$ cat config.mk
export PLATFORM = sky130hd
export DESIGN_NAME = msi_snoop_cache
export DESIGN_NICKNAME = d
export VERILOG_FILES = /design/src/rtl/msi_pkg.sv /design/src/rtl/msi_line_store.sv /design/src/rtl/msi_snoop_ctl.sv /design/src/rtl/msi_req_ctl.sv /design/src/rtl/msi_snoop_cache.sv
export SDC_FILE = /design/constraint.sdc
export NUM_CORES = 1
export LEC_CHECK = 0
export BUFFER_PORTS_ARGS = -buffer_cell sky130_fd_sc_hd__buf_2
export CAP_MARGIN = 20
export CORE_AREA = 2 2 188 190
export DETAILED_ROUTE_END_ITERATION = 8
export DIE_AREA = 0 0 190 192
export MAX_ROUTING_LAYER = met4
export PLACE_DENSITY = 0.47
export REMOVE_ABC_BUFFERS = 1
export SKIP_LAST_GASP = 1
export SLEW_MARGIN = 10
export SYNTH_ARGS = -nofsm -noshare
export SYNTH_HDL_FRONTEND = slang
export SYNTH_SLANG_ARGS = --single-unit
$ cat constraint.sdc
create_clock -name clk_i -period 3.4 [get_ports clk_i]
set_clock_uncertainty 0.2 [all_clocks]
set_input_delay 0.51 -clock clk_i [delete_from_list [all_inputs] [get_ports clk_i]]
set_output_delay 0.51 -clock clk_i [all_outputs]
set_load 0.005 [all_outputs]
$ cat src/rtl/msi_pkg.sv
package msi_pkg;
  typedef enum logic [1:0] {
    LS_INV = 2'd0,
    LS_SHD = 2'd1,
    LS_MOD = 2'd2
  } line_st_e;

  typedef enum logic [2:0] {
    BC_NONE = 3'd0,
    BC_RD   = 3'd1,
    BC_RDX  = 3'd2,
    BC_UPG  = 3'd3,
    BC_WB   = 3'd4
  } bus_cmd_e;
endpackage

$ cat src/rtl/msi_line_store.sv
module msi_line_store
  import msi_pkg::*;
#(
  parameter int LINES  = 4,
  parameter int TAG_W  = 6,
  parameter int DATA_W = 32,
  localparam int IDX_W = $clog2(LINES)
) (
  input  logic              clk_i,
  input  logic              rst_ni,
  input  logic [IDX_W-1:0]  cpu_idx_i,
  output line_st_e          cpu_st_o,
  output logic [TAG_W-1:0]  cpu_tag_o,
  output logic [DATA_W-1:0] cpu_data_o,
  input  logic [IDX_W-1:0]  snp_idx_i,
  output line_st_e          snp_st_o,
  output logic [TAG_W-1:0]  snp_tag_o,
  output logic [DATA_W-1:0] snp_data_o,
  input  logic              lw_en_i,
  input  line_st_e          lw_st_i,
  input  logic              lw_fill_i,
  input  logic [TAG_W-1:0]  lw_tag_i,
  input  logic [DATA_W-1:0] lw_data_i,
  input  logic              sw_en_i,
  input  line_st_e          sw_st_i
);
  line_st_e          st_q   [LINES];
  logic [TAG_W-1:0]  tag_q  [LINES];
  logic [DATA_W-1:0] data_q [LINES];

  for (genvar g = 0; g < LINES; g++) begin : g_line
    always_ff @(posedge clk_i or negedge rst_ni) begin
      if (!rst_ni) begin
        st_q[g]   <= LS_INV;
        tag_q[g]  <= '0;
        data_q[g] <= '0;
      end else if (sw_en_i && snp_idx_i == IDX_W'(g)) begin
        st_q[g] <= sw_st_i;
      end else if (lw_en_i && cpu_idx_i == IDX_W'(g)) begin
        st_q[g] <= lw_st_i;
        if (lw_fill_i) begin
          tag_q[g]  <= lw_tag_i;
          data_q[g] <= lw_data_i;
        end
      end
    end
  end

  assign cpu_st_o   = st_q[cpu_idx_i];
  assign cpu_tag_o  = tag_q[cpu_idx_i];
  assign cpu_data_o = data_q[cpu_idx_i];
  assign snp_st_o   = st_q[snp_idx_i];
  assign snp_tag_o  = tag_q[snp_idx_i];
  assign snp_data_o = data_q[snp_idx_i];

  AST_ONE_WRITER: assert property (@(posedge clk_i) disable iff (!rst_ni)
    !(lw_en_i && sw_en_i));

  AST_LOCAL_WRITE: assert property (@(posedge clk_i) disable iff (!rst_ni)
    lw_en_i |=> st_q[$past(cpu_idx_i)] == $past(lw_st_i));
endmodule

$ cat src/rtl/msi_snoop_ctl.sv
module msi_snoop_ctl
  import msi_pkg::*;
#(
  parameter int TAG_W  = 6,
  parameter int DATA_W = 32
) (
  input  logic              clk_i,
  input  logic              rst_ni,
  input  logic              snp_valid_i,
  input  logic [2:0]        snp_cmd_i,
  input  logic [TAG_W-1:0]  snp_tag_i,
  input  line_st_e          line_st_i,
  input  logic [TAG_W-1:0]  line_tag_i,
  input  logic [DATA_W-1:0] line_data_i,
  output logic              shared_o,
  output logic              dirty_o,
  output logic [DATA_W-1:0] data_o,
  output logic              upd_en_o,
  output line_st_e          upd_st_o
);
  logic hit;

  assign hit      = snp_valid_i && (line_st_i != LS_INV) && (line_tag_i == snp_tag_i);
  assign shared_o = hit;
  assign dirty_o  = hit && (line_st_i == LS_MOD);
  assign data_o   = dirty_o ? line_data_i : '0;

  always_comb begin
    upd_en_o = 1'b0;
    upd_st_o = LS_INV;
    if (hit) begin
      unique case (snp_cmd_i)
        3'(BC_RD): begin
          // a peer read demotes a dirty copy
          upd_en_o = (line_st_i == LS_MOD);
          upd_st_o = LS_SHD;
        end
        3'(BC_RDX), 3'(BC_UPG): begin
          upd_en_o = 1'b1;
          upd_st_o = LS_INV;
        end
        default: ;
      endcase
    end
  end

  AST_DIRTY_HAS_COPY: assert property (@(posedge clk_i) disable iff (!rst_ni)
    dirty_o |-> shared_o);

  AST_UPG_NEVER_DIRTY: assert property (@(posedge clk_i) disable iff (!rst_ni)
    (snp_valid_i && snp_cmd_i == 3'(BC_UPG)) |-> !dirty_o);
endmodule

$ cat src/rtl/msi_req_ctl.sv
module msi_req_ctl
  import msi_pkg::*;
#(
  parameter int TAG_W  = 6,
  parameter int DATA_W = 32
) (
  input  logic              clk_i,
  input  logic              rst_ni,
  input  logic              cpu_req_i,
  input  logic              cpu_we_i,
  input  logic [TAG_W-1:0]  cpu_tag_i,
  input  logic [DATA_W-1:0] cpu_wdata_i,
  output logic              cpu_done_o,
  output logic [DATA_W-1:0] cpu_rdata_o,
  input  logic              snp_valid_i,
  input  logic              bus_gnt_i,
  input  logic [DATA_W-1:0] bus_rdata_i,
  output logic              bus_req_o,
  output logic [2:0]        bus_cmd_o,
  output logic [TAG_W-1:0]  bus_tag_o,
  output logic [DATA_W-1:0] bus_wdata_o,
  input  line_st_e          line_st_i,
  input  logic [TAG_W-1:0]  line_tag_i,
  input  logic [DATA_W-1:0] line_data_i,
  output logic              lw_en_o,
  output line_st_e          lw_st_o,
  output logic              lw_fill_o,
  output logic [TAG_W-1:0]  lw_tag_o,
  output logic [DATA_W-1:0] lw_data_o
);
  logic     tag_hit, fast, evict;
  bus_cmd_e cmd;

  assign tag_hit = (line_st_i != LS_INV) && (line_tag_i == cpu_tag_i);
  assign fast    = tag_hit && (!cpu_we_i || line_st_i == LS_MOD);
  assign evict   = (line_st_i == LS_MOD) && !tag_hit;

  assign bus_tag_o   = evict ? line_tag_i : cpu_tag_i;
  assign bus_wdata_o = evict ? line_data_i : '0;
  assign bus_cmd_o   = 3'(cmd);
  assign lw_tag_o    = cpu_tag_i;

  always_comb begin
    cpu_done_o  = 1'b0;
    cpu_rdata_o = line_data_i;
    bus_req_o   = 1'b0;
    cmd         = BC_NONE;
    lw_en_o     = 1'b0;
    lw_st_o     = LS_INV;
    lw_fill_o   = 1'b0;
    lw_data_o   = cpu_wdata_i;
    if (cpu_req_i) begin
      if (fast) begin
        // snoop owns the line arrays this cycle
        if (!snp_valid_i) begin
          cpu_done_o = 1'b1;
          if (cpu_we_i) begin
            lw_en_o   = 1'b1;
            lw_st_o   = LS_MOD;
            lw_fill_o = 1'b1;
          end
        end
      end else begin
        bus_req_o = 1'b1;
        if (evict)         cmd = BC_WB;
        else if (cpu_we_i) cmd = tag_hit ? BC_UPG : BC_RDX;
        else               cmd = BC_RD;
        if (bus_gnt_i) begin
          lw_en_o = 1'b1;
          unique case (cmd)
            BC_WB: lw_st_o = LS_INV;
            BC_RD: begin
              lw_st_o     = LS_SHD;
              lw_fill_o   = 1'b1;
              lw_data_o   = bus_rdata_i;
              cpu_rdata_o = bus_rdata_i;
              cpu_done_o  = 1'b1;
            end
            default: begin
              lw_st_o    = LS_MOD;
              lw_fill_o  = 1'b1;
              cpu_done_o = 1'b1;
            end
          endcase
        end
      end
    end
  end

  AST_WB_THEN_FILL: assert property (@(posedge clk_i) disable iff (!rst_ni)
    (bus_gnt_i && bus_req_o && bus_cmd_o == 3'(BC_WB)) |=> (bus_cmd_o != 3'(BC_WB)));

  AST_WB_NOT_DONE: assert property (@(posedge clk_i) disable iff (!rst_ni)
    (bus_req_o && bus_cmd_o == 3'(BC_WB)) |-> !cpu_done_o);
endmodule

$ cat src/rtl/msi_snoop_cache.sv
module msi_snoop_cache
  import msi_pkg::*;
#(
  parameter int ADDR_W = 8,
  parameter int DATA_W = 32,
  parameter int LINES  = 4
) (
  input  logic              clk_i,
  input  logic              rst_ni,
  input  logic              cpu_req_i,
  input  logic              cpu_we_i,
  input  logic [ADDR_W-1:0] cpu_addr_i,
  input  logic [DATA_W-1:0] cpu_wdata_i,
  output logic              cpu_done_o,
  output logic [DATA_W-1:0] cpu_rdata_o,
  output logic              bus_req_o,
  input  logic              bus_gnt_i,
  output logic [2:0]        bus_cmd_o,
  output logic [ADDR_W-1:0] bus_addr_o,
  output logic [DATA_W-1:0] bus_wdata_o,
  input  logic [DATA_W-1:0] bus_rdata_i,
  input  logic              snp_valid_i,
  input  logic [2:0]        snp_cmd_i,
  input  logic [ADDR_W-1:0] snp_addr_i,
  output logic              snp_shared_o,
  output logic              snp_dirty_o,
  output logic [DATA_W-1:0] snp_data_o
);
  localparam int IDX_W = $clog2(LINES);
  localparam int TAG_W = ADDR_W - IDX_W;

  logic [IDX_W-1:0]  cpu_idx, snp_idx;
  logic [TAG_W-1:0]  cpu_tag, snp_tag, bus_tag;
  line_st_e          c_st, s_st, lw_st, sw_st;
  logic [TAG_W-1:0]  c_tag, s_tag, lw_tag;
  logic [DATA_W-1:0] c_data, s_data, lw_data;
  logic              lw_en, lw_fill, sw_en;

  assign cpu_idx    = cpu_addr_i[IDX_W-1:0];
  assign cpu_tag    = cpu_addr_i[ADDR_W-1:IDX_W];
  assign snp_idx    = snp_addr_i[IDX_W-1:0];
  assign snp_tag    = snp_addr_i[ADDR_W-1:IDX_W];
  assign bus_addr_o = {bus_tag, cpu_idx};

  msi_line_store #(.LINES(LINES), .TAG_W(TAG_W), .DATA_W(DATA_W)) u_store (
    .clk_i, .rst_ni,
    .cpu_idx_i(cpu_idx), .cpu_st_o(c_st), .cpu_tag_o(c_tag), .cpu_data_o(c_data),
    .snp_idx_i(snp_idx), .snp_st_o(s_st), .snp_tag_o(s_tag), .snp_data_o(s_data),
    .lw_en_i(lw_en), .lw_st_i(lw_st), .lw_fill_i(lw_fill), .lw_tag_i(lw_tag),
    .lw_data_i(lw_data), .sw_en_i(sw_en), .sw_st_i(sw_st)
  );

  msi_snoop_ctl #(.TAG_W(TAG_W), .DATA_W(DATA_W)) u_snoop (
    .clk_i, .rst_ni,
    .snp_valid_i, .snp_cmd_i, .snp_tag_i(snp_tag),
    .line_st_i(s_st), .line_tag_i(s_tag), .line_data_i(s_data),
    .shared_o(snp_shared_o), .dirty_o(snp_dirty_o), .data_o(snp_data_o),
    .upd_en_o(sw_en), .upd_st_o(sw_st)
  );

  msi_req_ctl #(.TAG_W(TAG_W), .DATA_W(DATA_W)) u_req (
    .clk_i, .rst_ni,
    .cpu_req_i, .cpu_we_i, .cpu_tag_i(cpu_tag), .cpu_wdata_i,
    .cpu_done_o, .cpu_rdata_o,
    .snp_valid_i, .bus_gnt_i, .bus_rdata_i,
    .bus_req_o, .bus_cmd_o, .bus_tag_o(bus_tag), .bus_wdata_o,
    .line_st_i(c_st), .line_tag_i(c_tag), .line_data_i(c_data),
    .lw_en_o(lw_en), .lw_st_o(lw_st), .lw_fill_o(lw_fill),
    .lw_tag_o(lw_tag), .lw_data_o(lw_data)
  );

  AST_SNOOP_HOLDS_HIT: assert property (@(posedge clk_i) disable iff (!rst_ni)
    (snp_valid_i && !bus_gnt_i) |-> !cpu_done_o);

  AST_GRANT_FILL_DONE: assert property (@(posedge clk_i) disable iff (!rst_ni)
    (bus_gnt_i && bus_req_o && bus_cmd_o != 3'(BC_WB)) |-> cpu_done_o);
endmodule

=== Word-level counts from Yosys, hierarchy flattened ===
Cells that the tools add are included.

* Register bits after elaboration: 160
* Bits of input ports: 89
* Output and inout bits: 111
* Logic and storage cells: 133

* $lt $le $gt $ge: 2
* Eq/ne operators: 15
* Mux-type cells: 68
* Bitwise gates (word level): 6
* Reduce and logical (&&, ||, !) cells: 30

{| class="wikitable"
|+ Operators with widths
! operator !! count
|-
| 32-bit two-way mux || 14
|-
| 32-bit binary-select mux with 2-bit select || 2
|-
| 2-bit two-way mux || 18
|-
| 6-bit two-way mux || 5
|-
| 6-bit binary-select mux with 2-bit select || 2
|-
| 3-bit two-way mux || 6
|-
| 1-bit two-way mux || 17
|-
| 1-bit logical AND || 14
|-
| 2-bit == test, second input constant || 6
|-
| 6-bit == test || 2
|-
| 3-bit AND reduction || 4
|-
| 2-bit nonzero test || 6
|-
| 2-bit binary-select mux with 2-bit select || 2
|-
| 3-bit by 1-bit == test with 1-bit output, second input constant || 2
|-
| 3-bit by 2-bit == test with 1-bit output, second input constant || 2
|-
| 3-bit >= comparator, second input constant || 2
|-
| 2-bit inverter with 3-bit output || 2
|-
| 2-bit by 1-bit == test with 1-bit output, second input constant || 2
|-
| 2-bit logical NOT || 2
|-
| 1-bit inverter || 4
|-
| 2-bit one-hot mux with 2 select lines || 1
|-
| 3-bit == test, second input constant || 1
|-
| 1-bit logical NOT || 2
|-
| 1-bit one-hot mux with 2 select lines || 1
|-
| 2 further kinds || 2
|}

=== Logic depth before layout (Yosys ltp) ===
Gate-level depths: netlist (run 1).

* Word-level depth: 18
* Gate-level depth with buffers: 12
* Mapped depth without buffers: 7

=== Modules after synthesis ===
A second synthesis (run 1) with hierarchy kept.

* Cells, all modules: 730
* Area, all modules: 10296.1 µm²

{| class="wikitable"
|+ Modules (own cells, without submodules)
! module !! times used !! cells an instance !! area each (µm²) !! seq. area each (µm²)
|-
| msi_line_store || 1 || 467 || 8051.5 || 4003.8
|-
| msi_req_ctl || 1 || 170 || 1576.5 || 0.0
|-
| msi_snoop_ctl || 1 || 91 || 653.1 || 0.0
|-
| msi_snoop_cache || 1 || 2 || 15.0 || 0.0
|}

=== Worst setup path after synthesis (run 1) ===
OpenSTA, ideal clock, no wires.

* Path type: input to output
* Start: input snp_addr_i[1]
* End: output snp_data_o[10]
* Data arrival time: 2.993 ns
* Data required time: 2.690 ns
* Path slack: -0.303 ns
* Stages on the path: 11
* Path buffers: 4
* Cell sequence: buf_2 buf_1 mux2i_1 xnor2_1 nor4_1 nand3_1 a21oi_1 clkbuf_1 nand3b_1 clkbuf_1 nor2b_1

* Longest elaborated chain between the ends: 9
* Elaborated cells on any way between the ends: 17
* Classes of those cells: 2 x eq/ne; 10 x mux; 1 x bitwise; 4 x reduce/logical

{| class="wikitable"
|+ Ends and longest elaborated chain
! element !! line !! RTL
|-
| from (decl) || msi_snoop_cache.sv:24 || <nowiki>input logic [ADDR_W-1:0] snp_addr_i,</nowiki>
|-
| 2-bit inverter with 3-bit output (not written as such) (*) || msi_line_store.sv:52, msi_line_store.sv:53 ||
|-
| parallel branches: the longest is 5 deep, another holds 6-bit binary-select mux with 2-bit select || -- ||
|-
| 1-bit logical AND (*) || msi_snoop_ctl.sv:23 || <nowiki>assign hit = snp_valid_i && (line_st_i != LS_INV) && (line_tag_i == snp_tag_i);</nowiki>
|-
| net snp_shared_o || msi_snoop_cache.sv:25 || <nowiki>output logic snp_shared_o,</nowiki>
|-
| 1-bit logical AND (*) || msi_snoop_ctl.sv:25 || <nowiki>assign dirty_o = hit && (line_st_i == LS_MOD);</nowiki>
|-
| 32-bit two-way mux (*) || msi_snoop_ctl.sv:26 || <nowiki>assign data_o = dirty_o ? line_data_i : '0;</nowiki>
|-
| to (decl) || msi_snoop_cache.sv:27 || <nowiki>output logic [DATA_W-1:0] snp_data_o</nowiki>
|}

Mark *: on every way through the listed nets, which the timed path passes. The select of a mux whose other input is x is not followed.

=== Final worst setup path (run 1) ===
* Start: register u_store.tag_q[17] (netlist name)
* End: register u_store.data_q[104] (netlist name)

* Longest elaborated chain between the ends: 16
* Elaborated cells on any way between the ends: 35
* Classes of those cells: 4 x eq/ne; 22 x mux; 1 x bitwise; 8 x reduce/logical

{| class="wikitable"
|+ Ends and longest elaborated chain
! element !! line !! RTL
|-
| from (decl) || msi_line_store.sv:28 || <nowiki>logic [TAG_W-1:0] tag_q [LINES];</nowiki>
|-
| from (signal, indexed assignment) || msi_line_store.sv:42 || <nowiki>tag_q[g] <= lw_tag_i;</nowiki>
|-
| 6-bit binary-select mux with 2-bit select || msi_line_store.sv:50 || <nowiki>assign cpu_tag_o = tag_q[cpu_idx_i];</nowiki>
|-
| 6-bit two-way mux (not written as such) (2 in series) || msi_line_store.sv:50 ||
|-
| 6-bit == test || msi_req_ctl.sv:34 || <nowiki>assign tag_hit = (line_st_i != LS_INV) && (line_tag_i == cpu_tag_i);</nowiki>
|-
| 1-bit logical AND || msi_req_ctl.sv:34 ||
|-
| 1-bit two-way mux / 1-bit logical NOT (equally long branches) || msi_req_ctl.sv:66, msi_req_ctl.sv:36 ||
|-
| 3-bit two-way mux / 1-bit logical AND (equally long branches) || msi_req_ctl.sv:66, msi_req_ctl.sv:36 ||
|-
| 3-bit two-way mux || msi_req_ctl.sv:65 || <nowiki>if (evict) cmd = BC_WB;</nowiki>
|-
| 3-bit two-way mux || msi_req_ctl.sv:53 || <nowiki>if (fast) begin</nowiki>
|-
| 3-bit two-way mux || msi_req_ctl.sv:52 || <nowiki>if (cpu_req_i) begin</nowiki>
|-
| 3-bit == test || msi_req_ctl.sv:70 || <nowiki>unique case (cmd)</nowiki>
|-
| 1-bit two-way mux || msi_req_ctl.sv:70 ||
|-
| 1-bit two-way mux || msi_req_ctl.sv:68 || <nowiki>if (bus_gnt_i) begin</nowiki>
|-
| 1-bit two-way mux || msi_req_ctl.sv:53 ||
|-
| 1-bit two-way mux || msi_req_ctl.sv:52 ||
|-
| 3-bit AND reduction (no line) || -- ||
|-
| to (signal, indexed assignment) || msi_line_store.sv:43 || <nowiki>data_q[g] <= lw_data_i;</nowiki>
|-
| to (decl) || msi_line_store.sv:29 || <nowiki>logic [DATA_W-1:0] data_q [LINES];</nowiki>
|}

Parallel ways exist; a longest one is shown, timed or not. The select of a mux whose other input is x is not followed.
A chain may end at the register's enable or synchronous reset.

==> impl_results.html, run 1 <==
<table>
<tr><th>Metric</th><th>Value</th></tr>
<tr><th colspan="2">Outcome</th></tr>
<tr><td>Outcome</td><td>complete, but fails checks</td></tr>
<tr><td>Violations in the final reports</td><td>negative setup slack</td></tr>
<tr><th colspan="2">Synthesis</th></tr>
<tr><td>Sequential area share after synthesis</td><td>39.1%</td></tr>
<tr><td>Post-synthesis area per instance</td><td>13.4 um^2</td></tr>
<tr><td>Flip-flop and latch count after synthesis</td><td>160</td></tr>
<tr><td>Most used flip-flop cell after synthesis</td><td>sky130_fd_sc_hd__dfrtp_1</td></tr>
<tr><td>Count of synthesis-stage warnings from yosys</td><td>0</td></tr>
<tr><td>Synth top area cells</td><td>sky130_fd_sc_hd__dfrtp_1 (39%), sky130_fd_sc_hd__mux4_2 (16%), sky130_fd_sc_hd__mux2_4 (16%)</td></tr>
<tr><td>Post-Syn Instances</td><td>763</td></tr>
<tr><td>Post-synth EDFFs</td><td>0</td></tr>
<tr><td>FFs w/ async S/R, synth</td><td>100%</td></tr>
<tr><td>Share of the synthesized area in the top cell type</td><td>39.1%</td></tr>
<tr><td>Post-synthesis instance area</td><td>0.0102 mm^2</td></tr>
<tr><td>Number of distinct library cells after synthesis</td><td>46</td></tr>
<tr><td>Dominant cell type by area after synthesis</td><td>sky130_fd_sc_hd__dfrtp_1</td></tr>
<tr><th colspan="2">Detailed routing</th></tr>
<tr><td>Initial detailed-routing violation count</td><td>387</td></tr>
<tr><td>First-pass detailed-route iteration total</td><td>4</td></tr>
<tr><td>Via density</td><td>4.90</td></tr>
<tr><td>Number of nets with antenna violations after detailed routing</td><td>0</td></tr>
<tr><td>Average wire per cell in the routed design</td><td>22.4 um</td></tr>
<tr><td>Remaining DRCs</td><td>0</td></tr>
<tr><td>Wire length reported by the detailed router</td><td>34,200 um</td></tr>
<tr><td>Count of vias placed by the detailed router</td><td>7,501</td></tr>
<tr><th colspan="2">Cells and area</th></tr>
<tr><td>Most frequent standard cell in the layout excluding fill and tap cells</td><td>sky130_fd_sc_hd__buf_2</td></tr>
<tr><td>Fraction of layout cells with a size suffix above 1</td><td>63.5%</td></tr>
<tr><td>Layout Cell Area excl Fill</td><td>0.0143 mm^2</td></tr>
<tr><td>Commonest cells after routing, fill and taps aside</td><td>sky130_fd_sc_hd__buf_2 (192), sky130_fd_sc_hd__dfrtp_1 (160), sky130_fd_sc_hd__mux2_4 (125), sky130_fd_sc_hd__nand2_1 (77), sky130_fd_sc_hd__mux4_2 (73)</td></tr>
<tr><td>Synthesis-to-finish area growth</td><td>39.8%</td></tr>
<tr><td>Layout net count</td><td>1,150</td></tr>
<tr><th colspan="2">Hold path</th></tr>
<tr><td>Hold path start</td><td>cpu_addr_i[3]</td></tr>
<tr><td>Hold Crit Class</td><td>input port to flop</td></tr>
<tr><th colspan="2">Global routing</th></tr>
<tr><td>Total GRT Usage</td><td>18.8%</td></tr>
<tr><td>Final global-route overflow total</td><td>0</td></tr>
<tr><td>Antenna violations before repair</td><td>1</td></tr>
<tr><td>Global-route wire length before repair</td><td>49,300 um</td></tr>
<tr><td>Maximum number of pins on one net before global-route repair</td><td>104</td></tr>
<tr><td>Vias in the first global route</td><td>7,659</td></tr>
<tr><th colspan="2">Pwr</th></tr>
<tr><td>Clock group share of total power</td><td>24.2%</td></tr>
<tr><td>PD cells</td><td>602 mW/mm^2</td></tr>
<tr><td>Cell-internal power</td><td>6030 uW</td></tr>
<tr><td>Largest vdd supply drop</td><td>0.380 mV</td></tr>
<tr><td>Combinational share of power</td><td>39.1%</td></tr>
<tr><td>Part of the total power dissipated in sequential elements</td><td>36.7%</td></tr>
<tr><td>Switching part of the total</td><td>30.0%</td></tr>
<tr><td>Leak Pwr</td><td>0.00649 uW</td></tr>
<tr><td>Switching power summed over all nets</td><td>2580 uW</td></tr>
<tr><th colspan="2">Timing</th></tr>
<tr><td>Max frequency</td><td>269 MHz</td></tr>
<tr><td>Final worst setup slack</td><td>-0.317 ns</td></tr>
<tr><td>Final critical-path required period</td><td>3.72 ns</td></tr>
<tr><td>Final Hold Fails</td><td>0</td></tr>
<tr><td>Count of endpoints failing setup in the final report</td><td>243</td></tr>
<tr><td>Max-slew headroom</td><td>50.3%</td></tr>
<tr><td>Worst-Margin Slew</td><td>0.738 ns</td></tr>
<tr><td>Share of the cycle needed by the critical path after routing</td><td>109%</td></tr>
<tr><td>Final Max Tran Viols</td><td>0</td></tr>
<tr><td>Setup repair after global routing missed its margin</td><td>yes</td></tr>
<tr><th colspan="2">Setup path</th></tr>
<tr><td>Signal arrival time at the worst endpoint</td><td>3.83 ns</td></tr>
<tr><td>Slowest stage delay, CP</td><td>0.50 ns</td></tr>
<tr><td>Sort of element at the end of the critical path</td><td>flop</td></tr>
<tr><td>Critical path required time</td><td>3.52 ns</td></tr>
<tr><td>Crit Path Class</td><td>flop to flop</td></tr>
<tr><td>Critical-path maximum fanout</td><td>5</td></tr>
<tr><td>WP buf/inv</td><td>5</td></tr>
<tr><td>Critical path origin</td><td>u_store.tag_q[17]</td></tr>
<tr><td>Critical path launch point type</td><td>flop</td></tr>
<tr><td>Cell repeated most along the worst path</td><td>sky130_fd_sc_hd__buf_6</td></tr>
<tr><td>Top cell family by delay on the critical path</td><td>multiplexers</td></tr>
<tr><td>Cell with the largest stage delay on the worst path</td><td>sky130_fd_sc_hd__mux4_2</td></tr>
<tr><td>Reg-to-reg critical path startpoint</td><td>u_store.tag_q[17]</td></tr>
<tr><td>Critical Path, Cell by Cell</td><td>mux4_2, xor2_1, or4_4, buf_4, o41ai_4, o21ai_4, buf_6, a211oi_4, buf_6, buf_6, clkbuf_16, mux2_2</td></tr>
<tr><th colspan="2">Clock network</th></tr>
<tr><td>Total clock buffers created by CTS</td><td>17</td></tr>
<tr><td>Deepest level of the CTS H-tree</td><td>4</td></tr>
<tr><td>Clock tree from TritonCTS</td><td>yes</td></tr>
<tr><td>Clock slew at the register clock pins of the worst setup and hold paths</td><td>0.07 ns</td></tr>
<tr><td>Worst-Skew Late Latency</td><td>0.43 ns</td></tr>
<tr><td>CTS sink count</td><td>160</td></tr>
<tr><td>Root buffer cell</td><td>sky130_fd_sc_hd__clkbuf_16</td></tr>
<tr><td>CTS max path bufs</td><td>2</td></tr>
<tr><th colspan="2">Placed design</th></tr>
<tr><td>Post-detailed-placement cell area</td><td>0.0121 mm^2</td></tr>
<tr><td>Count of input and output buffers</td><td>199</td></tr>
<tr><td>Setup slack at placement</td><td>-0.405 ns</td></tr>
<tr><td>RD Place Congestion</td><td>0.848</td></tr>
<tr><td>Half-perimeter wire length after placement</td><td>21,100 um</td></tr>
<tr><th colspan="2">Floorplanning</th></tr>
<tr><td>Die footprint</td><td>0.0365 mm^2</td></tr>
<tr><td>Die Width</td><td>190 um</td></tr>
<tr><td>Core area</td><td>0.0343 mm^2</td></tr>
<tr><td>Starting density of the core</td><td>29.8%</td></tr>
<tr><td>Floorplan row count</td><td>68</td></tr>
<tr><td>Top-level I/O count</td><td>200</td></tr>
<tr><td>Die outline height</td><td>192 um</td></tr>
<tr><th colspan="2">Run</th></tr>
<tr><td>Count of maximum capacitance violations</td><td>0</td></tr>
</table>
[synthesized netlist by cell type, drive strengths merged (6+ instances only)]
cell type and count:
nand2 104, nor2 13, buf 34, nor2b 67, mux4 73, mux2i 12, clkbuf 27, a22oi 6
xnor2 14, dfrtp 160, mux2 192
[cell families after synthesis]
logic type,Yosys count,synth area share [%]
buffers and inverters,66,4.26
AND/OR/NAND/NOR,212,10.3
XOR/XNOR,17,1.46
multiplexers,277,42.3
AO/OA/AOI/OAI,31,2.58
flip-flops,160,39.1
[power groups by stage]
stage	logic, uW	clock network, uW	registers, uW
3_3_place_gp	2940	0	3140
3_5_place_dp	2960	0	3150
2_1_floorplan	2080	0	2960
4_1_cts	3220	2130	3130
6_report	3370	2090	3160
5_1_grt	3610	2230	3250
[worst paths after layout]
path	end	slack (ns)	cells after the start
max	u_store.data_q[104]	-0.32	12
min	u_store.tag_q[13]	0.21	2
max reg2reg	u_store.data_q[104]	-0.32	12
min reg2reg	u_store.data_q[37]	0.33	1
max in group asynchronous	u_store.data_q[64]	1.84	3
min in group asynchronous	u_store.data_q[120]	0.31	2
[repair_timing]
action,4_1_cts,5_1_grt
buffers inserted,38,18
resized for setup,79,57
cloned,17,10
endpoints found under the hold margin,21,0
pin swaps,16,11
setup endpoints to repair,257,256
hold buffers,1,0
[stage by stage]
step           std cells  setup TNS (ns)  hold WS [ns]  utilization (%)  total power (uW)
2_1_floorplan        702         -288.23        0.0144                -              5040
3_3_place_gp        1421          -61.38         0.189             35.3              6070
3_5_place_dp        1421          -75.31         0.183             35.3              6110
4_1_cts             1509          -40.65         0.168             40.3              8480
5_1_grt             1530          -70.91         0.204             41.7              9090
6_report            1530          -49.35         0.210             41.7              8610
[flip-flops by register name (all words and copies together) (netlist names)]
name / cells
u_store.tag_q: 24
u_store.data_q: 128
u_store.st_q: 8
[worst register-to-register path: stages, from the launching register on]
cell,delay [ns]
sky130_fd_sc_hd__dfrtp_1,0.44
sky130_fd_sc_hd__mux4_2,0.50
sky130_fd_sc_hd__xor2_1,0.15
sky130_fd_sc_hd__or4_4,0.48
sky130_fd_sc_hd__buf_4,0.15
sky130_fd_sc_hd__o41ai_4,0.31
sky130_fd_sc_hd__o21ai_4,0.16
sky130_fd_sc_hd__buf_6,0.15
sky130_fd_sc_hd__a211oi_4,0.27
sky130_fd_sc_hd__buf_6,0.17
sky130_fd_sc_hd__buf_6,0.13
sky130_fd_sc_hd__clkbuf_16,0.15
sky130_fd_sc_hd__mux2_2,0.33
[layer usage]
| metal | track usage, % | wire length [um] | vias to the layer above |
|---|---|---|---|
| met5 | - | 0 | - |
| met4 | 3.88 | 267 | 0 |
| met3 | 2.83 | 1390 | 16 |
| met2 | 29.7 | 16200 | 218 |
| met1 | 25.9 | 16400 | 3882 |
| li1 | - | - | 3385 |
[layout make-up]
type                            instances  area [um^2]
Inverter                                5         18.8
Antenna cell                            1         2.50
Tap cell                              455          569
Sequential cell                       160         4000
Clock buffer                           20          447
Clock inverter                         12          184
Fill cell                            3202        20000
Timing Repair Buffer                  340         3010
Multi-Input combinational cell        537         6070
(Power assumes the default switching activity.)
==> inputs of run 2 (changes only) <==
--- a/config.mk
+++ b/config.mk
@@ -13,6 +13,7 @@
 export MAX_ROUTING_LAYER = met4
 export PLACE_DENSITY = 0.47
 export REMOVE_ABC_BUFFERS = 1
+export SKIP_CTS_REPAIR_TIMING = 1
 export SKIP_LAST_GASP = 1
 export SLEW_MARGIN = 10
 export SYNTH_ARGS = -nofsm -noshare
==> run 2 against run 1 <==
The flow still finishes with violations (negative setup slack). Combinational power decreased by 7.4%. Global-route usage decreased by 1.7 points. Via count decreased by 3.4%. Critical path depth decreased by 5. Non-clock buffer count decreased by 53. Worst hold slack got worse by 0.015 ns. Fmax increased by 0.11%. Clock power about the same. Sequential share of layout area increased by 2.1 points. Critical path type is now flop to output pin. Critical endpoint is now bus_addr_o[7]. Highest routed layer unchanged.
==> impl_results.html, run 2 (same netlist as run 1, synthesis figures left out) <==
<table>
<tr><th>Metric</th><th>Value</th></tr>
<tr><th colspan="2">Outcome</th></tr>
<tr><td>Outcome</td><td>complete, but fails checks (unchanged)</td></tr>
<tr><td>Violations in the final reports</td><td>negative setup slack (unchanged)</td></tr>
<tr><th colspan="2">Clock network</th></tr>
<tr><td>CTS sink count</td><td>160 (unchanged)</td></tr>
<tr><td>Clock slew at the register clock pins of the worst setup and hold paths</td><td>0.07 ns (about the same)</td></tr>
<tr><td>CTS max path bufs</td><td>2 (unchanged)</td></tr>
<tr><td>Deepest level of the CTS H-tree</td><td>4 (unchanged)</td></tr>
<tr><td>Worst-Skew Late Latency</td><td>0.43 ns (about the same)</td></tr>
<tr><td>Root buffer cell</td><td>sky130_fd_sc_hd__clkbuf_16 (unchanged)</td></tr>
<tr><td>Clock tree from TritonCTS</td><td>yes (unchanged)</td></tr>
<tr><td>Total clock buffers created by CTS</td><td>17 (unchanged)</td></tr>
<tr><th colspan="2">Detailed routing</th></tr>
<tr><td>Wire length reported by the detailed router</td><td>30,900 um (was 34,200 um)</td></tr>
<tr><td>Number of nets with antenna violations after detailed routing</td><td>0 (unchanged)</td></tr>
<tr><td>Remaining DRCs</td><td>0 (unchanged)</td></tr>
<tr><td>Average wire per cell in the routed design</td><td>20.9 um (was 22.4 um)</td></tr>
<tr><td>Initial detailed-routing violation count</td><td>345 (was 387)</td></tr>
<tr><td>Count of vias placed by the detailed router</td><td>7,245 (was 7,501)</td></tr>
<tr><td>Via density</td><td>4.90 (about the same)</td></tr>
<tr><td>First-pass detailed-route iteration total</td><td>4 (unchanged)</td></tr>
<tr><th colspan="2">Placed design</th></tr>
<tr><td>Half-perimeter wire length after placement</td><td>21,100 um (unchanged)</td></tr>
<tr><td>RD Place Congestion</td><td>0.848 (unchanged)</td></tr>
<tr><td>Count of input and output buffers</td><td>199 (unchanged)</td></tr>
<tr><td>Setup slack at placement</td><td>-0.405 ns (unchanged)</td></tr>
<tr><td>Post-detailed-placement cell area</td><td>0.0121 mm^2 (unchanged)</td></tr>
<tr><th colspan="2">Timing</th></tr>
<tr><td>Final Hold Fails</td><td>0 (unchanged)</td></tr>
<tr><td>Final worst setup slack</td><td>-0.312 ns (was -0.317 ns)</td></tr>
<tr><td>Max frequency</td><td>269 MHz (about the same)</td></tr>
<tr><td>Share of the cycle needed by the critical path after routing</td><td>109% (about the same)</td></tr>
<tr><td>Worst-Margin Slew</td><td>0.730 ns (was 0.738 ns)</td></tr>
<tr><td>Final critical-path required period</td><td>3.71 ns (was 3.72 ns)</td></tr>
<tr><td>Max-slew headroom</td><td>50.9% (was 50.3%)</td></tr>
<tr><td>Setup repair after global routing missed its margin</td><td>yes (unchanged)</td></tr>
<tr><td>Final Max Tran Viols</td><td>0 (unchanged)</td></tr>
<tr><td>Count of endpoints failing setup in the final report</td><td>242 (was 243)</td></tr>
<tr><th colspan="2">Floorplanning</th></tr>
<tr><td>Die footprint</td><td>0.0365 mm^2 (unchanged)</td></tr>
<tr><td>Starting density of the core</td><td>29.8% (unchanged)</td></tr>
<tr><td>Core area</td><td>0.0343 mm^2 (unchanged)</td></tr>
<tr><td>Top-level I/O count</td><td>200 (unchanged)</td></tr>
<tr><td>Floorplan row count</td><td>68 (unchanged)</td></tr>
<tr><td>Die Width</td><td>190 um (unchanged)</td></tr>
<tr><td>Die outline height</td><td>192 um (unchanged)</td></tr>
<tr><th colspan="2">Setup path</th></tr>
<tr><td>Critical-path maximum fanout</td><td>8 (was 5)</td></tr>
<tr><td>Critical Path, Cell by Cell</td><td>mux4_2, xor2_1, or4_4, or2_4, nand2b_4, mux2_4, buf_6 (was mux4_2, xor2_1, or4_4, buf_4, o41ai_4, o21ai_4, buf_6, a211oi_4, buf_6, buf_6, clkbuf_16, mux2_2)</td></tr>
<tr><td>Signal arrival time at the worst endpoint</td><td>3.00 ns (was 3.83 ns)</td></tr>
<tr><td>Sort of element at the end of the critical path</td><td>output pin (was flop)</td></tr>
<tr><td>Slowest stage delay, CP</td><td>0.51 ns (was 0.50 ns)</td></tr>
<tr><td>Critical path launch point type</td><td>flop (unchanged)</td></tr>
<tr><td>Crit Path Class</td><td>flop to output pin (was flop to flop)</td></tr>
<tr><td>Top cell family by delay on the critical path</td><td>simple AND/OR/NAND/NOR gates (was multiplexers)</td></tr>
<tr><td>Cell with the largest stage delay on the worst path</td><td>sky130_fd_sc_hd__mux4_2 (unchanged)</td></tr>
<tr><td>Critical path required time</td><td>2.69 ns (was 3.52 ns)</td></tr>
<tr><td>WP buf/inv</td><td>1 (was 5)</td></tr>
<tr><th colspan="2">Global routing</th></tr>
<tr><td>Final global-route overflow total</td><td>0 (unchanged)</td></tr>
<tr><td>Total GRT Usage</td><td>17.1% (was 18.8%)</td></tr>
<tr><td>Global-route wire length before repair</td><td>45,700 um (was 49,300 um)</td></tr>
<tr><td>Maximum number of pins on one net before global-route repair</td><td>104 (unchanged)</td></tr>
<tr><td>Antenna violations before repair</td><td>1 (unchanged)</td></tr>
<tr><td>Vias in the first global route</td><td>7,381 (was 7,659)</td></tr>
<tr><th colspan="2">Pwr</th></tr>
<tr><td>Switching part of the total</td><td>30.0% (about the same)</td></tr>
<tr><td>Part of the total power dissipated in sequential elements</td><td>37.8% (was 36.7%)</td></tr>
<tr><td>PD cells</td><td>628 mW/mm^2 (was 602 mW/mm^2)</td></tr>
<tr><td>Cell-internal power</td><td>5860 uW (was 6030 uW)</td></tr>
<tr><td>Leak Pwr</td><td>0.00601 uW (was 0.00649 uW)</td></tr>
<tr><td>Combinational share of power</td><td>37.3% (was 39.1%)</td></tr>
<tr><td>Switching power summed over all nets</td><td>2510 uW (was 2580 uW)</td></tr>
<tr><td>Clock group share of total power</td><td>24.9% (was 24.2%)</td></tr>
<tr><td>Largest vdd supply drop</td><td>0.369 mV (was 0.380 mV)</td></tr>
<tr><th colspan="2">Run</th></tr>
<tr><td>Count of maximum capacitance violations</td><td>0 (unchanged)</td></tr>
<tr><th colspan="2">Cells and area</th></tr>
<tr><td>Largest registers</td><td>u_store.data_q x128, u_store.tag_q x24, u_store.st_q x8 (unchanged)</td></tr>
<tr><td>Layout net count</td><td>1,098 (was 1,150)</td></tr>
<tr><td>Layout Cell Area excl Fill</td><td>0.0133 mm^2 (was 0.0143 mm^2)</td></tr>
<tr><td>Commonest cells after routing, fill and taps aside</td><td>sky130_fd_sc_hd__buf_2 (191), sky130_fd_sc_hd__dfrtp_1 (160), sky130_fd_sc_hd__mux2_4 (110), sky130_fd_sc_hd__mux2_2 (77), sky130_fd_sc_hd__mux4_2 (73) (was sky130_fd_sc_hd__buf_2 (192), sky130_fd_sc_hd__dfrtp_1 (160), sky130_fd_sc_hd__mux2_4 (125), sky130_fd_sc_hd__nand2_1 (77), sky130_fd_sc_hd__mux4_2 (73))</td></tr>
<tr><td>Largest register FFs</td><td>128 (unchanged)</td></tr>
<tr><td>Fraction of layout cells with a size suffix above 1</td><td>62.6% (was 63.5%)</td></tr>
<tr><td>Synthesis-to-finish area growth</td><td>30.2% (was 39.8%)</td></tr>
<tr><td>Core Util, Final</td><td>38.8% (was 41.7%)</td></tr>
<tr><td>Largest register by flop count</td><td>u_store.data_q (unchanged)</td></tr>
<tr><td>Most frequent standard cell in the layout excluding fill and tap cells</td><td>sky130_fd_sc_hd__buf_2 (unchanged)</td></tr>
<tr><th colspan="2">Hold path</th></tr>
<tr><td>Hold Crit Class</td><td>input port to flop (unchanged)</td></tr>
</table>
-- run 2: cell count changes in the layout (fill, tap and decap cells not counted), moves of 3 or more --
cell / delta
sky130_fd_sc_hd__buf_16: -10
sky130_fd_sc_hd__mux2i_1: -3
sky130_fd_sc_hd__mux2_4: -15
sky130_fd_sc_hd__buf_4: -8
sky130_fd_sc_hd__bufbuf_16: -3
sky130_fd_sc_hd__mux2_2: +11
sky130_fd_sc_hd__nand2_2: +8
sky130_fd_sc_hd__nand2_1: -8
sky130_fd_sc_hd__buf_12: -13
sky130_fd_sc_hd__mux2_1: +4
sky130_fd_sc_hd__buf_6: -14
sky130_fd_sc_hd__clkbuf_16: -5
-- run 2: power groups by stage --
stage | Sequential [uW] | Combinational [uW] | Clock, uW
finish | 3160 | 3120 | 2090
global route | 3250 | 3370 | 2230
CTS | 3130 | 2970 | 2130
detailed placement | 3150 | 2960 | 0
global placement | 3140 | 2940 | 0
floorplan | 2960 | 2080 | 0
-- run 2: per-stage QoR --
step	hold WS, ns	total power (uW)	std cells	setup TNS [ns]
after global placement	0.189	6070	1421	-61.38
after detailed placement	0.183	6110	1421	-75.31
after global routing	0.196	8860	1478	-70.72
after floorplan	0.0144	5040	702	-288.23
after CTS	-0.286	8240	1453	-50.66
final	0.195	8360	1478	-45.60
-- run 2: cell type report --
type,instances,area (um^2)
fillers,3285,21000
multi-input cells,538,6050
flip-flops and latches,160,4000
repair buffers,287,2040
well taps,455,569
clock buffers,20,447
clock inverters,12,184
inverters,5,18.8
diodes,1,2.50
-- run 2: worst register-to-register path, stage by stage, from the launching register on --
cell and delay (ns):
sky130_fd_sc_hd__dfrtp_1 0.43, sky130_fd_sc_hd__mux4_2 0.52, sky130_fd_sc_hd__xor2_1 0.17, sky130_fd_sc_hd__or4_4 0.48
sky130_fd_sc_hd__buf_4 0.15, sky130_fd_sc_hd__o41ai_4 0.37, sky130_fd_sc_hd__o21ai_2 0.23, sky130_fd_sc_hd__a211oi_4 0.25
sky130_fd_sc_hd__buf_4 0.19, sky130_fd_sc_hd__buf_12 0.19, sky130_fd_sc_hd__mux2_2 0.35
-- run 2: worst paths after layout --
path / from / to / slack (ns) / depth (start not counted)
setup / recovery: u_store.tag_q[5] / bus_addr_o[7] / -0.31 / 7
hold / removal: cpu_addr_i[3] / u_store.tag_q[13] / 0.19 / 2
setup reg to reg: u_store.tag_q[5] / u_store.data_q[1] / -0.25 / 10
hold reg to reg: u_store.data_q[8] / u_store.data_q[8] / 0.32 / 1
max in group asynchronous: rst_ni / u_store.data_q[64] / 1.82 / 3
min in group asynchronous: rst_ni / u_store.data_q[120] / 0.32 / 2
-- run 2: layer usage --
| metal | track usage [%] | up-vias | wire length (um) |
|---|---|---|---|
| li1 | - | 3272 | - |
| met5 | - | - | 0 |
| met1 | 23.7 | 3745 | 14800 |
| met4 | 3.64 | 0 | 187 |
| met2 | 26.6 | 216 | 14400 |
| met3 | 2.67 | 12 | 1480 |
==> inputs of run 3 (changes only) <==
--- a/config.mk
+++ b/config.mk
@@ -8,10 +8,11 @@
 export BUFFER_PORTS_ARGS = -buffer_cell sky130_fd_sc_hd__buf_2
 export CAP_MARGIN = 20
 export CORE_AREA = 2 2 188 190
+export CTS_CLUSTER_SIZE = 14
 export DETAILED_ROUTE_END_ITERATION = 8
 export DIE_AREA = 0 0 190 192
 export MAX_ROUTING_LAYER = met4
-export PLACE_DENSITY = 0.47
+export PLACE_DENSITY = 0.45
 export REMOVE_ABC_BUFFERS = 1
 export SKIP_CTS_REPAIR_TIMING = 1
 export SKIP_LAST_GASP = 1
==> constraint.sdc (replaced) <==
create_clock -name clk_i -period 4.67 [get_ports clk_i]
set_clock_uncertainty 0.2 [all_clocks]
set_input_delay 0.467 -clock clk_i [delete_from_list [all_inputs] [get_ports clk_i]]
set_output_delay 0.467 -clock clk_i [all_outputs]
set_load 0.005 [all_outputs]
==> run 3 against run 2 <==
Critical endpoint is now cpu_rdata_o[7]. First-iteration DRC count fell by 21%. Cell count down 4.4%. The run ends with negative hold slack left. Largest cell class unchanged. Die area is the same.
==> impl_results.html, run 3 (same netlist as run 1, synthesis figures left out) <==
<table>
<tr><th>Metric</th><th>Value</th></tr>
<tr><th colspan="2">Outcome</th></tr>
<tr><td>Outcome</td><td>complete, but fails checks (unchanged)</td></tr>
<tr><td>Violations in the final reports</td><td>negative hold slack (was negative setup slack)</td></tr>
<tr><th colspan="2">Cells and area</th></tr>
<tr><td>Synthesis-to-finish area growth</td><td>20.1% (was 30.2%)</td></tr>
<tr><td>Most frequent standard cell in the layout excluding fill and tap cells</td><td>sky130_fd_sc_hd__buf_2 (unchanged)</td></tr>
<tr><td>Commonest cells after routing, fill and taps aside</td><td>sky130_fd_sc_hd__buf_2 (197), sky130_fd_sc_hd__dfrtp_1 (160), sky130_fd_sc_hd__mux2_4 (106), sky130_fd_sc_hd__nand2_1 (103), sky130_fd_sc_hd__mux2_2 (81) (was sky130_fd_sc_hd__buf_2 (191), sky130_fd_sc_hd__dfrtp_1 (160), sky130_fd_sc_hd__mux2_4 (110), sky130_fd_sc_hd__mux2_2 (77), sky130_fd_sc_hd__mux4_2 (73))</td></tr>
<tr><td>Fraction of layout cells with a size suffix above 1</td><td>55.0% (was 62.6%)</td></tr>
<tr><td>Inserted Diodes</td><td>0 (was 1)</td></tr>
<tr><td>Largest registers</td><td>u_store.data_q x128, u_store.tag_q x24, u_store.st_q x8 (unchanged)</td></tr>
<tr><td>Fill cells</td><td>3,375 (was 3,285)</td></tr>
<tr><td>Register cell area after layout</td><td>0.00400 mm^2 (unchanged)</td></tr>
<tr><td>Total area of multi-input combinational cells</td><td>0.00583 mm^2 (was 0.00605 mm^2)</td></tr>
<tr><td>Largest register FFs</td><td>128 (unchanged)</td></tr>
<tr><td>Largest register by flop count</td><td>u_store.data_q (unchanged)</td></tr>
<tr><td>Layout net count</td><td>1,034 (was 1,098)</td></tr>
<tr><th colspan="2">Global routing</th></tr>
<tr><td>Global-route wire length before repair</td><td>44,100 um (was 45,700 um)</td></tr>
<tr><td>Total GRT Usage</td><td>16.7% (was 17.1%)</td></tr>
<tr><td>Final global-route overflow total</td><td>0 (unchanged)</td></tr>
<tr><td>Antenna violations before repair</td><td>0 (was 1)</td></tr>
<tr><td>Vias in the first global route</td><td>7,077 (was 7,381)</td></tr>
<tr><td>Maximum number of pins on one net before global-route repair</td><td>100 (was 104)</td></tr>
<tr><th colspan="2">Timing</th></tr>
<tr><td>Worst-Margin Slew</td><td>0.951 ns (was 0.730 ns)</td></tr>
<tr><td>Setup TNS</td><td>0 ns (was -45.60 ns)</td></tr>
<tr><td>Final Max Tran Viols</td><td>0 (unchanged)</td></tr>
<tr><td>Share of the cycle needed by the critical path after routing</td><td>87.4%</td></tr>
<tr><td>Final critical-path required period</td><td>4.08 ns</td></tr>
<tr><td>Setup repair after global routing missed its margin</td><td>no (was yes)</td></tr>
<tr><td>Worst hold slack</td><td>-0.0377 ns (was 0.195 ns)</td></tr>
<tr><td>Max-slew headroom</td><td>36.6% (was 50.9%)</td></tr>
<tr><td>Final Hold Fails</td><td>31 (was 0)</td></tr>
<tr><td>Max frequency</td><td>245 MHz</td></tr>
<tr><td>Count of endpoints failing setup in the final report</td><td>0 (was 242)</td></tr>
<tr><th colspan="2">Detailed routing</th></tr>
<tr><td>Wire length reported by the detailed router</td><td>29,200 um (was 30,900 um)</td></tr>
<tr><td>Via density</td><td>4.91 (was 4.90)</td></tr>
<tr><td>First-pass detailed-route iteration total</td><td>4 (unchanged)</td></tr>
<tr><td>Average wire per cell in the routed design</td><td>20.7 um (was 20.9 um)</td></tr>
<tr><td>Number of nets with antenna violations after detailed routing</td><td>0 (unchanged)</td></tr>
<tr><td>Count of vias placed by the detailed router</td><td>6,937 (was 7,245)</td></tr>
<tr><td>Remaining DRCs</td><td>0 (unchanged)</td></tr>
<tr><td>Initial detailed-routing violation count</td><td>274 (was 345)</td></tr>
<tr><th colspan="2">Pwr</th></tr>
<tr><td>PD cells</td><td>476 mW/mm^2 (was 628 mW/mm^2)</td></tr>
<tr><td>Tot Pwr</td><td>5850 uW (was 8360 uW)</td></tr>
<tr><td>Leak Pwr</td><td>0.00552 uW (was 0.00601 uW)</td></tr>
<tr><td>Largest vdd supply drop</td><td>0.275 mV (was 0.369 mV)</td></tr>
<tr><th colspan="2">Setup path</th></tr>
<tr><td>Signal arrival time at the worst endpoint</td><td>3.41 ns (was 3.00 ns)</td></tr>
<tr><td>Setup slack of the most critical reg-to-reg path</td><td>0.93 ns (was -0.25 ns)</td></tr>
<tr><td>Worst reg-to-reg path cell count</td><td>8 (was 10)</td></tr>
<tr><td>Crit Path Class</td><td>input port to output pin (was flop to output pin)</td></tr>
<tr><td>Reg-to-reg critical path endpoint</td><td>u_store.data_q[79] (was u_store.data_q[1])</td></tr>
<tr><td>Critical path launch point type</td><td>input port (was flop)</td></tr>
<tr><td>Critical-path maximum fanout</td><td>17 (was 8)</td></tr>
<tr><td>Termination of the worst setup path</td><td>cpu_rdata_o[7] (was bus_addr_o[7])</td></tr>
<tr><td>Reg-to-reg critical path startpoint</td><td>u_store.tag_q[5] (unchanged)</td></tr>
<tr><td>Sort of element at the end of the critical path</td><td>output pin (unchanged)</td></tr>
<tr><td>Critical path origin</td><td>cpu_addr_i[0] (was u_store.tag_q[5])</td></tr>
<tr><td>Critical path required time</td><td>4.00 ns (was 2.69 ns)</td></tr>
<tr><th colspan="2">Placed design</th></tr>
<tr><td>Half-perimeter wire length after placement</td><td>20,100 um (was 21,100 um)</td></tr>
<tr><td>Count of input and output buffers</td><td>199 (unchanged)</td></tr>
<tr><td>RD Place Congestion</td><td>0.770 (was 0.848)</td></tr>
<tr><th colspan="2">Floorplanning</th></tr>
<tr><td>Die outline height</td><td>192 um (unchanged)</td></tr>
<tr><td>Top-level I/O count</td><td>200 (unchanged)</td></tr>
<tr><td>Die footprint</td><td>0.0365 mm^2 (unchanged)</td></tr>
<tr><td>Starting density of the core</td><td>29.8% (unchanged)</td></tr>
<tr><td>Core area</td><td>0.0343 mm^2 (unchanged)</td></tr>
<tr><td>Die Width</td><td>190 um (unchanged)</td></tr>
<tr><td>Floorplan row count</td><td>68 (unchanged)</td></tr>
<tr><th colspan="2">Hold path</th></tr>
<tr><td>Hold Crit Class</td><td>input port to asynchronous set/reset pin (was input port to flop)</td></tr>
<tr><th colspan="2">Clock network</th></tr>
<tr><td>Root buffer cell</td><td>sky130_fd_sc_hd__clkbuf_16 (unchanged)</td></tr>
<tr><td>Worst-Skew Late Latency</td><td>0.43 ns (about the same)</td></tr>
<tr><td>Clock slew at the register clock pins of the worst setup and hold paths</td><td>0.07 ns (about the same)</td></tr>
<tr><td>Clock tree from TritonCTS</td><td>yes (unchanged)</td></tr>
<tr><td>Deepest level of the CTS H-tree</td><td>4 (unchanged)</td></tr>
<tr><td>Total clock buffers created by CTS</td><td>17 (unchanged)</td></tr>
<tr><td>CTS sink count</td><td>160 (unchanged)</td></tr>
<tr><td>CTS max path bufs</td><td>2 (unchanged)</td></tr>
<tr><th colspan="2">Run</th></tr>
<tr><td>Count of maximum capacitance violations</td><td>0 (unchanged)</td></tr>
</table>
-- run 3: cell types whose count changed in the layout (fill, tap and decap cells not counted), moves of 5 or more --
cell / change
sky130_fd_sc_hd__buf_12: -13
sky130_fd_sc_hd__nor2b_1: +5
sky130_fd_sc_hd__buf_4: -33
sky130_fd_sc_hd__nand2_1: +34
sky130_fd_sc_hd__mux2i_1: +5
sky130_fd_sc_hd__nor2b_2: -5
sky130_fd_sc_hd__buf_6: -12
sky130_fd_sc_hd__nand2_2: -30
sky130_fd_sc_hd__buf_2: +6
sky130_fd_sc_hd__buf_8: -6
sky130_fd_sc_hd__inv_6: +5
-- run 3: layer usage --
layer  global-route usage (%)  wire length, um  vias to the layer above
li1                         -                -                     3141
met1                     22.1            13700                     3592
met5                        -                0                        -
met2                     26.8            14000                      181
met4                     4.11              401                        0
met3                     2.56             1180                       23
-- run 3: cell type report --
cell class / count / share of cell area (%)
flip-flops and latches: 160 / 32.6
repair buffers: 224 / 10.0
inverters: 5 / 0.153
clock inverters: 14 / 1.57
multi-input cells: 537 / 47.5
clock buffers: 18 / 3.58
well taps: 455 / 4.64
-- run 3: through the flow --
| stage | cell area, um^2 | hold slack [ns] | util (%) | std cells | setup WS, ns |
|---|---|---|---|---|---|
| 6_report | 12300 | -0.0377 | 35.8 | 1413 | 0.590 |
| 5_1_grt | 12300 | 0.0298 | 35.8 | 1413 | 0.398 |
| 4_1_cts | 12300 | 0.0105 | 35.8 | 1413 | 0.515 |
| 3_5_place_dp | 11600 | 0.303 | 34.0 | 1381 | 0.455 |
| 3_3_place_gp | 11600 | 0.303 | 34.0 | 1381 | 0.460 |
| 2_1_floorplan | 9810 | -0.0286 | - | 702 | -0.317 |
-- run 3: worst max-delay path, stage by stage --
cell and delay, ns:
sky130_fd_sc_hd__buf_4 0.31, sky130_fd_sc_hd__mux4_2 0.57, sky130_fd_sc_hd__xor2_1 0.16, sky130_fd_sc_hd__or4_4 0.53
sky130_fd_sc_hd__or2_1 0.41, sky130_fd_sc_hd__nand2_2 0.47, sky130_fd_sc_hd__buf_12 0.23, sky130_fd_sc_hd__nand2_1 0.07
sky130_fd_sc_hd__nand2_1 0.06, sky130_fd_sc_hd__buf_2 0.10
-- run 3: worst min path at each step --
stage	start	to	slack (ns)
global placement	u_store.data_q[1]	u_store.data_q[1]	0.30
floorplan	rst_ni	u_store.data_q[0]	-0.03
finish	rst_ni	u_store.data_q[88]	-0.04
CTS	rst_ni	u_store.data_q[88]	0.01
detailed placement	u_store.tag_q[16]	u_store.tag_q[16]	0.30
global route	rst_ni	u_store.data_q[120]	0.03
-- run 3: power breakdown --
group | total, uW | internal, uW | switching [uW] | leakage [uW]
logic | 2080 | 1310 | 766 | 0.00329
registers | 2270 | 1900 | 370 | 0.00192
clock network | 1510 | 874 | 634 | 0.000306
total | 5850 | 4080 | 1770 | 0.00552
